File: src/rtl/regbus_pkg.sv
package regbus_pkg;
    localparam int BYTES  = 4;
    localparam int WORD_W = 8 * BYTES;
    localparam int HALF_W = WORD_W / 2;
    localparam int HB     = BYTES / 2;
    localparam int ADDR_W = 5;

    typedef logic [WORD_W-1:0] word_t;
    typedef logic [BYTES-1:0]  lanes_t;
    typedef logic [ADDR_W-1:0] idx_t;

    typedef struct packed {
        word_t  data;
        lanes_t mask;
    } wr_req_t;

    typedef struct packed {
        word_t data;
        logic  oe_lo;
        logic  oe_hi;
    } rd_beat_t;

    function automatic word_t merge_lanes(word_t old_v, word_t new_v, lanes_t m);
        word_t r;
        r = old_v;
        for (int b = 0; b < BYTES; b++)
            if (m[b]) r[8*b +: 8] = new_v[8*b +: 8];
        return r;
    endfunction
endpackage

File: src/rtl/regbus_steer.sv
module regbus_steer
    import regbus_pkg::*;
(
    input  logic     native,
    input  lanes_t   be_n,
    input  word_t    dq_in,
    input  word_t    rdata,
    output wr_req_t  wreq,
    output rd_beat_t rbeat
);
    logic upper;
    assign upper = be_n[BYTES-1];

    always_comb begin
        wreq  = '0;
        rbeat = '0;
        if (native) begin
            wreq.data   = dq_in;
            wreq.mask   = ~be_n;
            rbeat.data  = rdata;
            rbeat.oe_lo = 1'b1;
            rbeat.oe_hi = 1'b1;
        end else begin
            wreq.data = {2{dq_in[HALF_W-1:0]}};
            if (upper) wreq.mask[BYTES-1:HB] = ~be_n[HB-1:0];
            else       wreq.mask[HB-1:0]     = ~be_n[HB-1:0];
            rbeat.data  = {{HALF_W{1'b0}},
                           upper ? rdata[WORD_W-1:HALF_W] : rdata[HALF_W-1:0]};
            rbeat.oe_lo = 1'b1;
            rbeat.oe_hi = 1'b0;
        end
    end

    // a half-word access never touches both halves of the register
    always_comb begin
        if (!native)
            a_half_exclusive_r3: assert (wreq.mask[BYTES-1:HB] == '0 || wreq.mask[HB-1:0] == '0);
    end
endmodule

File: src/rtl/regbus_bank.sv
module regbus_bank
    import regbus_pkg::*;
#(
    parameter int    NUM_RW = 4,
    parameter int    ID_IDX = 4,
    parameter int    PT_IDX = 16,
    parameter word_t ID_VAL = 32'h5A1C_0001
) (
    input  logic    clk,
    input  logic    rst,
    input  logic    wr_en,
    input  idx_t    addr,
    input  wr_req_t wreq,
    output word_t   rdata
);
    word_t rw_q [NUM_RW];
    word_t pt_q;

    always_ff @(posedge clk) begin
        if (rst) begin
            for (int i = 0; i < NUM_RW; i++) rw_q[i] <= '0;
            pt_q <= '0;
        end else if (wr_en) begin
            for (int i = 0; i < NUM_RW; i++)
                if (addr == idx_t'(i)) rw_q[i] <= merge_lanes(rw_q[i], wreq.data, wreq.mask);
            if (addr == idx_t'(PT_IDX)) pt_q <= merge_lanes(pt_q, wreq.data, wreq.mask);
        end
    end

    always_comb begin
        rdata = '0;
        for (int i = 0; i < NUM_RW; i++)
            if (addr == idx_t'(i)) rdata = rw_q[i];
        if (addr == idx_t'(ID_IDX)) rdata = ID_VAL;
        if (addr == idx_t'(PT_IDX)) rdata = pt_q;
    end

    generate
        for (genvar g = 0; g < NUM_RW; g++) begin : g_hold
            // no strobe or no enabled byte means the register keeps its value
            p_hold_r4: assert property (@(posedge clk) disable iff (rst)
                (!wr_en || wreq.mask == '0 || addr != idx_t'(g)) |=> $stable(rw_q[g]));
        end
    endgenerate
endmodule

File: src/rtl/regbus_rdout.sv
module regbus_rdout
    import regbus_pkg::*;
(
    input  logic     clk,
    input  logic     rst,
    input  logic     fire,
    input  logic     rd_n,
    input  rd_beat_t nxt,
    output word_t    dq_out,
    output logic     oe_lo,
    output logic     oe_hi
);
    rd_beat_t q;

    always_ff @(posedge clk) begin
        if (rst)       q <= '0;
        else if (fire) q <= nxt;
        else           q <= '0;
    end

    assign dq_out = q.data;
    assign oe_lo  = q.oe_lo & ~rd_n;
    assign oe_hi  = q.oe_hi & ~rd_n;

    p_oe_follows_read_r5: assert property (@(posedge clk) disable iff (rst)
        (oe_lo || oe_hi) |-> $past(fire));
endmodule

File: src/rtl/regbus_port.sv
module regbus_port
    import regbus_pkg::*;
#(
    parameter int    NUM_RW = 4,
    parameter int    ID_IDX = 4,
    parameter int    PT_IDX = 16,
    parameter word_t ID_VAL = 32'h5A1C_0001
) (
    input  logic              clk,
    input  logic              rst,
    input  logic              mode16,
    input  logic              sel_n,
    input  logic              wr_n,
    input  logic              rd_n,
    input  logic [ADDR_W-1:0] addr,
    input  logic [BYTES-1:0]  be_n,
    input  logic [WORD_W-1:0] dq_in,
    output logic [WORD_W-1:0] dq_out,
    output logic              dq_oe_lo,
    output logic              dq_oe_hi
);
    logic     is_pt, native, wr_en, fire;
    word_t    rdata;
    wr_req_t  wreq;
    rd_beat_t rbeat;

    assign is_pt  = (addr == idx_t'(PT_IDX));
    assign native = !mode16 || is_pt;
    assign wr_en  = !sel_n && !wr_n;
    assign fire   = !sel_n && !rd_n;

    regbus_steer u_steer (
        .native(native), .be_n(be_n), .dq_in(dq_in),
        .rdata(rdata), .wreq(wreq), .rbeat(rbeat)
    );

    regbus_bank #(.NUM_RW(NUM_RW), .ID_IDX(ID_IDX), .PT_IDX(PT_IDX), .ID_VAL(ID_VAL)) u_bank (
        .clk(clk), .rst(rst), .wr_en(wr_en), .addr(addr),
        .wreq(wreq), .rdata(rdata)
    );

    regbus_rdout u_rdout (
        .clk(clk), .rst(rst), .fire(fire), .rd_n(rd_n), .nxt(rbeat),
        .dq_out(dq_out), .oe_lo(dq_oe_lo), .oe_hi(dq_oe_hi)
    );

    p_hi_quiet_r6: assert property (@(posedge clk) disable iff (rst)
        (fire && mode16 && !is_pt) |=> !dq_oe_hi);

    p_pt_wide_r7: assert property (@(posedge clk) disable iff (rst)
        (fire && is_pt) |=> (rd_n || (dq_oe_hi && dq_oe_lo)));

    p_read_enables_r5: assert property (@(posedge clk) disable iff (rst)
        fire |=> (rd_n || dq_oe_lo));

    p_unmapped_zero_r8: assert property (@(posedge clk) disable iff (rst)
        (fire && int'(addr) >= NUM_RW && addr != idx_t'(ID_IDX) && !is_pt) |=> dq_out == '0);
endmodule

File: config.mk
export PLATFORM = sky130hd
export DESIGN_NAME = regbus_port
export DESIGN_NICKNAME = d
export VERILOG_FILES = /design/src/rtl/regbus_pkg.sv /design/src/rtl/regbus_steer.sv /design/src/rtl/regbus_bank.sv /design/src/rtl/regbus_rdout.sv /design/src/rtl/regbus_port.sv
export SDC_FILE = /design/constraint.sdc
export NUM_CORES = 1
export LEC_CHECK = 0
export BUFFER_PORTS_ARGS = -buffer_cell sky130_fd_sc_hd__clkbuf_2
export CORE_ASPECT_RATIO = 0.8
export CORE_MARGIN = 3
export CORE_UTILIZATION = 55
export DETAILED_ROUTE_END_ITERATION = 8
export PLACE_DENSITY_LB_ADDON = 0.2
export SYNTH_ARGS = -nofsm -noshare
export SYNTH_HDL_FRONTEND = slang
export SYNTH_SLANG_ARGS = --single-unit
File: constraint.sdc
create_clock -name clk -period 3.2 [get_ports clk]
set_input_delay 0.64 -clock clk [delete_from_list [all_inputs] [get_ports clk]]
set_output_delay 0.64 -clock clk [all_outputs]
set_load 0.05 [all_outputs]
After elaboration in Yosys (flattened, before gate mapping). Memory sizes are Yosys's and may differ from the RTL's. Cells that the tools add are included.

Flip-flop bits (word level): 66. Bits in writable memories: 128. Bits of input ports: 47. Output and inout bits: 34. Logic and storage cells: 136. Memories kept: 1.

Equal/unequal tests: 5. Muxes and demuxes: 97. Bitwise logic cells: 11. Reductions and logical operators: 14.

Memories: u_bank.rw_q (words 4, bits a word 32, read ports 4, clocked after Yosys merged registers in 0, wr ports 4, RTL line regbus_bank.sv:16) `word_t rw_q [NUM_RW];`.

Operator list (count): $mux W8 (64); $mux W32 (10); $mux W36 (1); $mux W1 (18); $mux W18 (1); $mux W16 (1); $reduce_and A3 Y1 (4); $eq A5 B2 Y1 const B (2); $eq A5 B1 Y1 const B (1); $eq A5 B3 Y1 const B (1); $eq A5 B5 Y1 const B (1); $logic_not A5 Y1 (1); $logic_not A1 Y1 (4); $mux W2 (2); $not A4 Y4 (1); $or A1 B1 Y1 (4); $not A1 Y1 (3); $reduce_or A3 Y1 (1); $and A1 B1 Y1 (2); $logic_and A1 B1 Y1 (2); $not A2 Y2 (1); $reduce_or A2 Y1 (1); $logic_or A1 B1 Y1 (1).

Depth between registers and ports, before layout.
Depth in word-level cells: 9. Depth in mapped cells: 8. Depth with buffers taken out: 6.

By module. A second synthesis with hierarchy kept.

Cells, all modules: 885. Area total of the unflattened synthesis: 9524.1 µm².

By module, submodules not included: regbus_bank (times used 1, cells an instance 692, area each 7478.4 µm², sequential area each 4484.3 µm²); regbus_rdout (times used 1, cells an instance 108, area each 1303.8 µm², sequential area each 680.7 µm²); regbus_steer (times used 1, cells an instance 81, area each 719.4 µm², sequential area each 0.0 µm²); regbus_port (times used 1, cells an instance 4, area each 22.5 µm², sequential area each 0.0 µm²).

Least setup slack after synthesis. OpenSTA, ideal clock, no wires.

Path type: input to register. From: input port addr[0]. To: memory u_bank.rw_q[0][16] in the netlist's numbering (enable). Setup time: 0.326 ns. Arrival time: 2.109 ns. Data required time: 2.874 ns. Setup slack: 0.765 ns. Stages on the path: 6. Path buffers: 1. Path through: or3_1 o21ai_0 buf_2 a21oi_1 a21oi_1 a21o_1.

RTL lines: start: declaration (RTL line regbus_port.sv:15) `input logic [ADDR_W-1:0] addr,`; end: declaration (RTL line regbus_bank.sv:16).

Worst setup path in the final report.
From: input port addr[0]. To: register u_rdout.q, in the netlist u_rdout.dq_out[11].

Longest elaborated chain between the ends: 9. Elaborated cells between the ends (all ways): 15. Classes of those cells: eq/ne (5); mux (8); reduce/logical (2).

RTL lines: $logic_not A5 Y1 (RTL line regbus_bank.sv:33) `if (addr == idx_t'(i)) rdata = rw_q[i];`; $mux W32 (4 in a row) (RTL line regbus_bank.sv:33); $mux W32 (RTL line regbus_bank.sv:34) `if (addr == idx_t'(ID_IDX)) rdata = ID_VAL;`; $mux W32 (RTL line regbus_bank.sv:35) `if (addr == idx_t'(PT_IDX)) rdata = pt_q;`; $mux W16 (RTL line regbus_steer.sv:28) `upper ? rdata[WORD_W-1:HALF_W] : rdata[HALF_W-1:0]};`; $mux W18 * (RTL line regbus_steer.sv:17) `if (native) begin`; end signal: assignment (RTL line regbus_rdout.sv:17) `else if (fire) q <= nxt;`; end: declaration (RTL line regbus_rdout.sv:13) `rd_beat_t q;`.

Every way passes the cells marked *; elsewhere a longest branch is shown, timed or not. A chain may end at the register's enable or synchronous reset.

==> reports/results.ini <==
[run_status]
status = completed

[clocking]
cts_tree = built
cts_sinks = 194
clk_path_buf_depth = 2
numCtsBuffers = 17
clock_latency_ns = 0.44
postCtsSetupBuffers = 0
clkTransAtPathRegs_ns = 0.07
cts_max_level = 4
root_buffer = clkbuf_16
holdBufCountCts = 0
cts_resized = 0

[synthesis]
synth_top_area_share_pct = 44.3
synth_area_per_cell_sq_um = 11.2
synth.area.top_cells = edfxtp_1, dfxtp_1, nor2_1
synth.top_cells.by_count = edfxtp_1, nor2_1, dfxtp_1
synth.most_common_cell = edfxtp_1
ys_async_sr_fraction_pct = 0
ys_ff_latch = 194
ys.flop_type = edfxtp_1
synth_top_cell_by_area = edfxtp_1
ys_seq_area_share_pct = 59.5
synth-edff-count = 128
yosysUniqueCellTypes = 51
netlist_instances = 778
synth_area_sq_um = 8680
syn-num-nets = 825
yosys_warnings = 0

[finish]
finish.utilization_pct = 64.1
syn_to_final_growth_pct = 12.4
final_nets = 869
antenna_cells = 0
drive_gt1_share_pct = 21.8

[critical_path]
worstPathArrival_ns = 2.75
cpLargestDelayFamily = buffers and inverters
cp_slowest_stage_delay_ns = 0.45
slowest_stage = buf_4
r2r_slack_ns = 1.67
path_class = primary input to flop
r2r_cells = 4
end_kind = flop
cp_common_cell = buf_4
path_buf_inv = 3
worstPathRequired_ns = 3.51
crit_chain = clkbuf_2 > buf_4 > nor4bb_1 > buf_4 > a22oi_1 > o211ai_1 > nor2_1 > nor3_1
worstSetupPathDepth = 8
start_kind = primary input
crit_fanout = 33

[power]
ir_drop_mv = 0.478
p_per_area_nw_per_um2 = 553
power_w = 0.00540
power.leakage_nw = 3.77

[floorplan]
initial_utilization_pct = 57.1
core_area_sq_um = 15200
pin_count = 81
rows = 40
die-area_sq_um = 17300
die_h_um = 118
dieWidth_um = 146

[detailed_routing]
wl_mm = 23.2
dr.pass1.iters = 5
drt-initial-drc-count = 848
wl_per_cell_um = 22.2
vias_per_cell = 6.27
drc = 0
vias = 6556
ant_nets = 0

[timing]
slew_viol_final = 0
max_freq_mhz = 410
whs_ns = 0.468
fin_crit_ns = 2.44
finClkSkew_ns = 0.00958
postLayoutSetupSlackWorst_ns = 0.759
rsz0062_at_grt = no
finalHoldViolCount = 0
worstMarginPinSlew_ns = 0.815
finalSetupViolCount = 0
relSlewSlack_pct = 45.5
fin_setup_tns_ns = 0
period_share_pct = 76.3

[global_route]
use_met2_pct = 42.1
grt_max_degree = 50
grt_use_met3_pct = 5.33
grt_overflow = 0
grt_busiest_layer = met2
met1_usage_pct = 37.5
grt_pass1_vias = 6496
grt_pass1_wl_mm = 35.7
antenna_found_initial = 1
grtUsageTotal_pct = 27.0

[placement]
dp_hpwl_mm = 16.1
place_congestion = 0.917
pre_cts_ws_ns = 0.413
io_buffers = 80

[worst_hold_path]
hold_depth = 2
hp-class = flop to flop

[flow_run]
maxCapViolations = 0

## power breakdown
| part | switching, W | internal [W] |
|---|---|---|
| Combinational | 0.000289 | 0.000133 |
| Sequential | 0.0000296 | 0.00275 |
| Clock | 0.000928 | 0.00127 |
| Total | 0.00125 | 0.00415 |
## worst paths after layout
path                     start            endpoint
max                    addr[0]  u_rdout.dq_out[11]
min            u_bank.pt_q[29]  u_rdout.dq_out[29]
max reg2reg  u_bank.rw_q[3][0]   u_rdout.dq_out[0]
min reg2reg    u_bank.pt_q[29]  u_rdout.dq_out[29]
## worst min-delay path: cells and delay by family, from the launching register on
family | cells | cell delay, ns
AOI/OAI and AO/OA | 1 | 0.05
DFF | 1 | 0.32
and+or+nand+nor | 1 | 0.05
## cell type report
class,count,area (sq um)
multi-input combinational,486,3010
sequential,194,5160
timing repair buffer,118,686
inverter,5,18.8
clock buffer,24,537
fill,1203,5460
clock inverter,8,85.1
tap,210,263
## state kept, by name, summed over array words and instances (netlist names)
register,flops
u_rdout.q,2
u_bank.rw_q,128
u_rdout.dq_out,32
u_bank.pt_q,32
## through the flow
step,area [sq um],instances
final,9760,1045
after global routing,9760,1045
after CTS,9760,1045
after detailed placement,9140,1013
after global placement,9140,1013
after floorplan,8680,778
## per-layer routing
metal,share of wire (%),vias up,wire length (um)
met1,41,3184,9470
met3,9.6,63,2220
met5,0.060,-,14
met4,3.1,2,724
li1,-,2923,-
met2,46,384,10700
## cell usage in the layout (no fill, tap or decap), types with 2 or more instances in the layout
cell type,count
a22oi_1,9
and2_1,29
a21o_1,17
a21oi_1,35
nor2_4,3
nor4_1,3
nor2_1,106
and3_1,50
a31oi_1,2
nor2b_1,4
o22ai_1,5
or2_2,3
mux2_2,13
nand2b_1,5
nand3_1,7
nor3_1,11
inv_1,4
o2111ai_1,3
a211oi_1,49
clkinv_4,4
or3_1,2
nor2_2,2
o21ai_0,30
mux2i_1,18
buf_4,38
nand2_1,35
o221ai_1,14
clkbuf_1,3
o221a_2,6
edfxtp_1,128
dfxtp_1,66
o211a_1,6
o211ai_1,3
a211oi_2,2
clkbuf_2,80
clkbuf_16,21
## logic make-up after synthesis
kind of cell / share of synthesized area [%]
XOR/XNOR: 0.101
flip-flops: 59.5
buffers and inverters: 6.02
AO/OA/AOI/OAI: 14.7
AND/OR/NAND/NOR: 15.6
multiplexers: 4.02
Note: power is estimated with default switching activity, not from simulation.
